`src/rtl/sysreg_pkg.sv`:
```
package sysreg_pkg;
    parameter int REG_W  = 32;
    parameter int ADDR_W = 32;
    parameter int LIM_W  = 16;
    parameter int SEL_W  = 16;
    parameter int ATTR_W = 8;
    parameter int PL_W   = 2;

    localparam int IE_BIT   = 9;
    localparam int IOPL_LO  = 12;
    localparam int NT_BIT   = 14;
    localparam int ONE_BIT  = 1;
    localparam int PE_BIT   = 0;
    localparam int PG_BIT   = 31;

    localparam logic [LIM_W-1:0] LIM_RST   = '1;
    localparam logic [REG_W-1:0] CTRL_MASK = (REG_W'(1) << PG_BIT) | (REG_W'(1) << PE_BIT);

    typedef enum logic [1:0] {
        CLS_FLAGPOP = 2'd0,
        CLS_IRET    = 2'd1,
        CLS_TBLLOAD = 2'd2,
        CLS_CTRLWR  = 2'd3
    } wr_class_e;

    typedef enum logic [1:0] {
        FLT_NONE      = 2'd0,
        FLT_TBL_PRIV  = 2'd1,
        FLT_CTRL_PRIV = 2'd2,
        FLT_PG_NO_PE  = 2'd3
    } fault_e;

    typedef struct packed {
        logic [SEL_W-1:0]  sel;
        logic [ADDR_W-1:0] base;
        logic [LIM_W-1:0]  limit;
        logic [ATTR_W-1:0] attr;
    } tbl_reg_t;

    function automatic logic io_allowed(input logic [PL_W-1:0] lvl,
                                        input logic [PL_W-1:0] iopl);
        return lvl <= iopl;
    endfunction

    function automatic logic [REG_W-1:0] flags_pack(input logic ie,
                                                    input logic [PL_W-1:0] iopl,
                                                    input logic nt);
        logic [REG_W-1:0] w;
        w = '0;
        w[ONE_BIT] = 1'b1;
        w[IE_BIT]  = ie;
        w[IOPL_LO +: PL_W] = iopl;
        w[NT_BIT]  = nt;
        return w;
    endfunction
endpackage

```
`src/rtl/sysreg_flags.sv`:
```
module sysreg_flags
    import sysreg_pkg::*;
(
    input  logic                clk,
    input  logic                rst,
    input  logic                wr_en,
    input  logic [PL_W-1:0]     cpl,
    input  logic                ie_d,
    input  logic [PL_W-1:0]     iopl_d,
    input  logic                nt_d,
    output logic [REG_W-1:0]    flags_q,
    output logic [PL_W-1:0]     iopl_q
);
    logic ie_r, nt_r;
    logic [PL_W-1:0] iopl_r;
    logic ie_ok, iopl_ok;

    assign ie_ok   = io_allowed(cpl, iopl_r);
    assign iopl_ok = (cpl == '0);

    always_ff @(posedge clk) begin
        if (rst) begin
            ie_r   <= 1'b0;
            iopl_r <= '0;
            nt_r   <= 1'b0;
        end else if (wr_en) begin
            if (ie_ok)   ie_r   <= ie_d;
            if (iopl_ok) iopl_r <= iopl_d;
            nt_r <= nt_d;
        end
    end

    assign flags_q = flags_pack(ie_r, iopl_r, nt_r);
    assign iopl_q  = iopl_r;

    AST_IE_HOLD: assert property (@(posedge clk) disable iff (rst)
        (wr_en && (cpl > iopl_r)) |=> $stable(flags_q[IE_BIT]));
    AST_IOPL_HOLD: assert property (@(posedge clk) disable iff (rst)
        (wr_en && (cpl != '0)) |=> $stable(iopl_q));
    AST_FLAG_ONE: assert property (@(posedge clk) disable iff (rst)
        flags_q[ONE_BIT]);
endmodule

```
`src/rtl/sysreg_dtab.sv`:
```
module sysreg_dtab
    import sysreg_pkg::*;
(
    input  logic              clk,
    input  logic              rst,
    input  logic              ld_req,
    input  logic              ld_local,
    input  logic [PL_W-1:0]   cpl,
    input  tbl_reg_t          ld_val,
    output logic [ADDR_W-1:0] g_base,
    output logic [LIM_W-1:0]  g_limit,
    output tbl_reg_t          l_q,
    output logic              flt_priv
);
    logic priv_ok;
    assign priv_ok  = (cpl == '0);
    assign flt_priv = ld_req && !priv_ok;

    always_ff @(posedge clk) begin
        if (rst) begin
            g_base  <= '0;
            g_limit <= LIM_RST;
            l_q     <= '{sel: '0, base: '0, limit: LIM_RST, attr: '0};
        end else if (ld_req && priv_ok) begin
            if (ld_local) begin
                l_q <= ld_val;
            end else begin
                g_base  <= ld_val.base;
                g_limit <= ld_val.limit;
            end
        end
    end

    AST_TBL_LOCKED: assert property (@(posedge clk) disable iff (rst)
        flt_priv |=> ($stable(g_base) && $stable(g_limit) && $stable(l_q)));
endmodule

```
`src/rtl/sysreg_ctrl.sv`:
```
module sysreg_ctrl
    import sysreg_pkg::*;
(
    input  logic             clk,
    input  logic             rst,
    input  logic             wr_req,
    input  logic [PL_W-1:0]  cpl,
    input  logic [REG_W-1:0] wdata,
    output logic [REG_W-1:0] ctrl_q,
    output logic             flt_priv,
    output logic             flt_pg
);
    logic [REG_W-1:0] masked;
    assign masked   = wdata & CTRL_MASK;
    assign flt_priv = wr_req && (cpl != '0);
    assign flt_pg   = wr_req && masked[PG_BIT] && !masked[PE_BIT];

    always_ff @(posedge clk) begin
        if (rst) begin
            ctrl_q <= '0;
        end else if (wr_req && !flt_priv && !flt_pg) begin
            ctrl_q <= masked;
        end
    end

    AST_PG_NEEDS_PE: assert property (@(posedge clk) disable iff (rst)
        ctrl_q[PG_BIT] |-> ctrl_q[PE_BIT]);
    AST_CTRL_PRIV: assert property (@(posedge clk) disable iff (rst)
        flt_priv |=> $stable(ctrl_q));
endmodule

```
`src/rtl/sysreg_file.sv`:
```
module sysreg_file
    import sysreg_pkg::*;
(
    input  logic                    clk,
    input  logic                    rst,
    input  logic                    wr_valid,
    input  logic [1:0]              wr_class,
    input  logic                    wr_local,
    input  logic [PL_W-1:0]         cpl,
    input  logic [REG_W-1:0]        wr_data,
    input  logic [SEL_W-1:0]        tbl_sel,
    input  logic [ADDR_W-1:0]       tbl_base,
    input  logic [LIM_W-1:0]        tbl_limit,
    input  logic [ATTR_W-1:0]       tbl_attr,
    output logic [REG_W-1:0]        flags_q,
    output logic [REG_W-1:0]        ctrl_q,
    output logic [ADDR_W-1:0]       gtab_base,
    output logic [LIM_W-1:0]        gtab_limit,
    output logic [SEL_W-1:0]        ltab_sel,
    output logic [ADDR_W-1:0]       ltab_base,
    output logic [LIM_W-1:0]        ltab_limit,
    output logic [ATTR_W-1:0]       ltab_attr,
    output logic                    io_ok,
    output logic                    fault_valid,
    output logic [1:0]              fault_cause
);
    wr_class_e cls;
    logic      flag_wr, tbl_wr, ctrl_wr;
    logic [PL_W-1:0] iopl_cur;
    logic      tbl_flt, ctrl_flt_priv, ctrl_flt_pg;
    tbl_reg_t  ld_val, l_cur;
    fault_e    flt_next, flt_q;

    assign cls     = wr_class_e'(wr_class);
    assign flag_wr = wr_valid && (cls == CLS_FLAGPOP || cls == CLS_IRET);
    assign tbl_wr  = wr_valid && (cls == CLS_TBLLOAD);
    assign ctrl_wr = wr_valid && (cls == CLS_CTRLWR);
    assign ld_val  = '{sel: tbl_sel, base: tbl_base, limit: tbl_limit, attr: tbl_attr};

    sysreg_flags u_flags (
        .clk(clk), .rst(rst), .wr_en(flag_wr), .cpl(cpl),
        .ie_d(wr_data[IE_BIT]), .iopl_d(wr_data[IOPL_LO +: PL_W]),
        .nt_d(wr_data[NT_BIT]), .flags_q(flags_q), .iopl_q(iopl_cur)
    );

    sysreg_dtab u_dtab (
        .clk(clk), .rst(rst), .ld_req(tbl_wr), .ld_local(wr_local), .cpl(cpl),
        .ld_val(ld_val), .g_base(gtab_base), .g_limit(gtab_limit),
        .l_q(l_cur), .flt_priv(tbl_flt)
    );

    sysreg_ctrl u_ctrl (
        .clk(clk), .rst(rst), .wr_req(ctrl_wr), .cpl(cpl), .wdata(wr_data),
        .ctrl_q(ctrl_q), .flt_priv(ctrl_flt_priv), .flt_pg(ctrl_flt_pg)
    );

    always_comb begin
        if (tbl_flt)            flt_next = FLT_TBL_PRIV;
        else if (ctrl_flt_priv) flt_next = FLT_CTRL_PRIV;
        else if (ctrl_flt_pg)   flt_next = FLT_PG_NO_PE;
        else                    flt_next = FLT_NONE;
    end

    always_ff @(posedge clk) begin
        if (rst) flt_q <= FLT_NONE;
        else     flt_q <= flt_next;
    end

    assign fault_valid = (flt_q != FLT_NONE);
    assign fault_cause = flt_q;
    assign io_ok       = io_allowed(cpl, iopl_cur);
    assign ltab_sel    = l_cur.sel;
    assign ltab_base   = l_cur.base;
    assign ltab_limit  = l_cur.limit;
    assign ltab_attr   = l_cur.attr;

    AST_FAULT_FROM_REQ: assert property (@(posedge clk) disable iff (rst)
        fault_valid |-> $past(wr_valid));
    AST_FLAG_NO_FAULT: assert property (@(posedge clk) disable iff (rst)
        (flag_wr) |=> !fault_valid);
endmodule

```
`config.mk`:
```
export PLATFORM = sky130hd
export DESIGN_NAME = sysreg_file
export DESIGN_NICKNAME = d
export VERILOG_FILES = /design/src/rtl/sysreg_pkg.sv /design/src/rtl/sysreg_flags.sv /design/src/rtl/sysreg_dtab.sv /design/src/rtl/sysreg_ctrl.sv /design/src/rtl/sysreg_file.sv
export SDC_FILE = /design/constraint.sdc
export NUM_CORES = 1
export LEC_CHECK = 0
export BUFFER_PORTS_ARGS = -buffer_cell sky130_fd_sc_hd__buf_2
export CORE_AREA = 2 2 115 117
export CTS_BUF_LIST = sky130_fd_sc_hd__clkbuf_2 sky130_fd_sc_hd__clkbuf_4 sky130_fd_sc_hd__clkbuf_8
export CTS_CLUSTER_DIAMETER = 30
export DETAILED_ROUTE_END_ITERATION = 8
export DIE_AREA = 0 0 117 119
export GPL_ROUTABILITY_DRIVEN = 0
export PLACE_DENSITY_LB_ADDON = 0.15
export REMOVE_ABC_BUFFERS = 1
export SLEW_MARGIN = 30
export SYNTH_ARGS = -nofsm -noshare
export SYNTH_HDL_FRONTEND = slang
export SYNTH_SLANG_ARGS = --single-unit
```
`constraint.sdc`:
```
create_clock -name clk -period 1.5 [get_ports clk]
set_input_delay 0.3 -clock clk [delete_from_list [all_inputs] [get_ports clk]]
set_output_delay 0.3 -clock clk [all_outputs]
set_load 0.1 [all_outputs]
```
# Word level (Yosys, flattened, before mapping)
# Index checks and enable logic that the tools add are counted.
dict set report word_totals {
  register_bits 128
  input_bits 112
  out_inout_bits 188
  wordCells 44
}
dict set report op_classes {
  order_cmp 1
  eq_ne 3
  n_mux 3
  bitwise_logic 1
  reduce_logical 24
}
# cell count
set ops {}
lappend ops {{1-bit logical AND} 10}
lappend ops {{2-bit AND reduction} 4}
lappend ops {{2-bit equality test (second input constant)} 2}
lappend ops {{1-bit logical NOT} 4}
lappend ops {{2-bit logical NOT} 2}
lappend ops {{2-bit two-way mux} 2}
lappend ops {{2-bit nonzero test} 2}
lappend ops {{2-bit by 1-bit equality test with 1-bit output (second input constant)} 1}
lappend ops {{2-bit less-or-equal comparator} 1}
lappend ops {{2-bit OR reduction} 1}
lappend ops {{1-bit logical OR} 1}
lappend ops {{1-bit two-way mux} 1}
lappend ops {{1-bit NOT} 1}

# Longest topological paths before layout
dict set report depth {
  word_depth 7
  depth_mapped 7
  mapped_depth_nobuf 6
}

# Hierarchy
# A second synthesis with hierarchy kept.
dict set report unflattened {
  cells_unflattened 589
  hier_area_um2 5898.2
}
# mod n_inst cells_each area_each_um2 seq_area_each_um2
set by_module_without_submodules {}
lappend by_module_without_submodules {sysreg_dtab 1 473 4913.5 2402.3}
lappend by_module_without_submodules {sysreg_flags 1 56 465.4 80.1}
lappend by_module_without_submodules {sysreg_ctrl 1 41 365.4 40.0}
lappend by_module_without_submodules {sysreg_file 1 19 153.9 40.0}

# Least setup slack after synthesis
# OpenSTA, ideal clock, no wires.
dict set report synth_timing {
  path_type {reg-to-reg}
  startpoint {register u_flags.iopl_r[1], in the netlist u_flags.iopl_q[1]}
  endpoint {register u_flags.ie_r}
  arrival_time_ps 4109
  t_required_ps 1368
  slack_ps -2741
  stages_incl_launch_ff 7
  n_path_buf 0
  path_cell_list {dfxtp_1 > inv_1 > ha_1 > nor2b_1 > o21ai_0 > a21bo_2 > a21oi_1}
}
dict set report synth_between {
  elab_chain_cells 2
}
# element line
set synth_rtl {}
lappend synth_rtl {{start: declaration} sysreg_flags.sv:15} ;# logic [PL_W-1:0] iopl_r;
lappend synth_rtl {{start signal: assignment} sysreg_flags.sv:28} ;# if (iopl_ok) iopl_r <= iopl_d;
lappend synth_rtl {{2-bit less-or-equal comparator} n/a}
lappend synth_rtl {{net io_ok} sysreg_file.sv:23} ;# output logic io_ok,
lappend synth_rtl {{2-bit AND reduction (no line)} n/a}
lappend synth_rtl {{end signal: assignment} sysreg_flags.sv:27} ;# if (ie_ok) ie_r <= ie_d;
lappend synth_rtl {{end: declaration} sysreg_flags.sv:14} ;# logic ie_r, nt_r;
# The timed path passes the listed nets, and every way through them passes these cells.
# A chain may end at the register's enable or synchronous reset.

# Worst setup path in the final report
dict set report layout_timing {
  startpoint {register u_flags.iopl_r[1], in the netlist u_flags.iopl_q[1]}
  endpoint {output io_ok}
}
dict set report layout_between {
  elab_chain_cells 1
}
# element line
set layout_rtl {}
lappend layout_rtl {{2-bit less-or-equal comparator} sysreg_pkg.sv:42} ;# return lvl <= iopl;
lappend layout_rtl {{end: declaration} sysreg_file.sv:23}
# No other way between the ends.

==> qor.yml <==
clkSinkCount: 128
vdd_drop_max_uv: 612
overflow: 0
hold_path_class: "primary input to flop"
clkLatencyLatePin_ns: 0.44
end_kind: "output pin"
rows: 42
fmax_ghz: 0.535
r2r_setup_slack_ns: 0.16
crit_chain: "inv_2, ha_4, nor2b_4, o21ai_1, buf_4, buf_12"
synth_top_area_frac: 0.513
synth_cell_types: 27
clk_pin_slew_ns: 0.07
min_path_cells: 3
power_leakage_nw: 2.93
setup_ws_ns: -0.368
fin_cells: 1015
drtAntennaViolNets: 0
clock_power_share: 0.359
p_comb_frac: 0.174
tritoncts: "built"
first_pass_iters: 5
required_ns: 1.20
cpMaxStageDelayCell: "dfxtp_2"
final_hold_viol_count: 0
routed_wl_um: 13600
p_int_mw: 5.08
numPortBuffers: 215
synth-seq-area-share: 0.513
die-area_um2: 13900
wl_per_cell_um: 13.4
nets: 943
arrival_ns: 1.57
drive_gt1_frac: 0.342
initial_core_util: 0.388
post-route-period-util: 1.25
synth_largest_area_cell: "dfxtp_1"
status: "finished with violations"
htreeDepth: 4
skew_ns: 0.00422
fin_area_um2: 6860
crit_path_start_kind: "flop"
placed_cell_area_um2: 6110
final_common_cell: "nand2_1"
critPathKind: "flop to output pin"
power.total_mw: 7.38
setup_viol: 1
seq_area_um2: 2570
p_per_area_nw_per_um2: 1080
numPlacedInstances: 984
antenna_found_initial: 1
fillers: 1257
crit_path_max_incr_delay_ns: 0.34
violations: "setup timing"
synthesis.area_um2: 5000
synthCells: 619
drt_iter0_markers: 164
switchingPower_mw: 2.30
cts-root-buf: "clkbuf_8"
syn2layout_area_growth_pct: 37.2
slew_violations: 0
die_w_um: 117
rr_worst_depth: 7
synth_area_leaders: "dfxtp_1 51%, nand2_1 14%, a21oi_1 11%"
layout_min_cycle_time_ns: 1.87
r2r_end: "u_flags.ie_r$_SDFFE_PP0P_"
rsz0062_at_grt: "true"
switching_share: 0.312
io_pins: 300
r2r_start: "u_flags.iopl_q[1]$_SDFFE_PP0P_"
routed_via_density: 4.59
hold_end: "u_dtab.l_q[57]$_SDFFE_PP0P_"
grt_pass1_vias: 4423
avgSynthCellArea_um2: 8.07
multi_input_area_um2: 2000
vias: 4658
layout_common_cells: "180 x nand2_1, 143 x buf_4, 125 x dfxtp_1"
grt_pass1_wl_um: 20700
path_max_fanout: 3
dp_hpwl_um: 9330
core-area_um2: 12900
synth.ff_latch_count: 128
drv_cap: 0
grtUsageTotal: 0.192
cts_max_path_buffers: 2
die_y_um: 119
min-delay-start: "tbl_sel[1]"
yosysWarnings: 0
grt_max_degree: 66
route.detailed.drc: 0
numCtsBuffers: 17
critPathLaunch: "u_flags.iopl_q[1]$_SDFFE_PP0P_"
pwr-share-seq: 0.467
per-layer routing:
layer  vias to the layer above  global-route usage  part of all wire
met3                        19              0.0779             0.086
met5                         -                   0                 0
li1                       2304                   -                 -
met2                       177               0.318              0.49
met4                         0              0.0787             0.016
met1                      2158               0.217              0.41
power groups by stage:
stage               clock (mW)  combinational (mW)  sequential, mW
finish                    2.65                1.28            3.44
global route              2.86                1.34            3.44
CTS                       2.73                1.27            3.44
detailed placement           0                1.25            3.52
global placement             0                1.24            3.52
floorplan                    0               0.742            3.73
cells in the mapped netlist:
master    count
a21bo_2       1
a21oi_1     114
a21oi_2      10
a31oi_1       1
and2_1        3
and3_1        1
and3b_1       1
and4bb_4      1
buf_1         3
buf_2        19
buf_4        61
buf_6         2
clkbuf_1     18
conb_1        2
dfxtp_1     128
ha_1          2
inv_1         3
mux2i_1       2
nand2_1     180
nand3_1       2
nand3b_1      1
nand4b_1      1
nor2_1       23
nor2b_1       2
nor3_1       33
o21ai_0       4
or2_2         1
per-stage QoR:
stage | hold slack (ns) | utilization | setup slack (ns) | setup TNS, ns
finish | 0.0960 | 0.533 | -0.368 | -0.368
global route | 0.0804 | 0.532 | -0.446 | -0.464
CTS | 0.0718 | 0.530 | -0.424 | -0.424
detailed placement | 0.444 | 0.475 | -0.118 | -5.65
global placement | 0.438 | 0.475 | -0.130 | -3.02
floorplan | 0.362 | - | -2.74 | -109.36
cells by family (layout without fill, tap and decap cells):
family,count (synthesis),count (layout),share of synthesized area
multiplexers,2,2,0.00401
other,2,59,0.00150
flip-flops,128,128,0.513
AND/OR/NAND/NOR,249,249,0.205
buffers and inverters,106,269,0.133
adder cells (fa/ha/maj),2,2,0.00501
AO/OA/AOI/OAI,130,130,0.139
flip-flops by register name, indices dropped and copies added, names as in the netlist:
name / flops
fault_cause: 2
u_dtab.l_q: 72
u_flags.nt_r: 1
u_flags.ie_r: 1
u_flags.iopl_q: 2
u_ctrl.ctrl_q: 2
u_dtab.g_base: 32
u_dtab.g_limit: 16
critical path: cells and delay by family, from the launching register on:
kind	cells	cell delay (ns)
simple gates	1	0.11
fa+ha+maj	1	0.21
buf+inv	3	0.36
flops	1	0.34
compound gates	1	0.10
repair_timing:
item / CTS / global route
hold endpoints to repair: 0 / 0
setup endpoints to repair: 130 / 2
gates resized for setup: 138 / 7
pin swaps: 2 / 2
hold buffers: 0 / 0
setup buffers: 1 / 1
layout make-up:
class | count | area share
diodes | 1 | 0.000365
clock buffers | 28 | 0.0507
inverters | 3 | 0.00164
multi-input cells | 441 | 0.292
flip-flops and latches | 128 | 0.374
well taps | 176 | 0.0321
repair buffers | 238 | 0.249
how the worst max path moves through the flow:
stage                                 end  slack [ns]  cells past startpoint
3_5_place_dp   u_dtab.l_q[7]$_SDFFE_PP0P_       -0.12                      6
4_1_cts                             io_ok       -0.42                      6
3_3_place_gp                        io_ok       -0.13                      6
6_report                            io_ok       -0.37                      6
5_1_grt                             io_ok       -0.45                      6
2_1_floorplan   u_flags.ie_r$_SDFFE_PP0P_       -2.74                      6
Power figures use the tool's default switching activity.
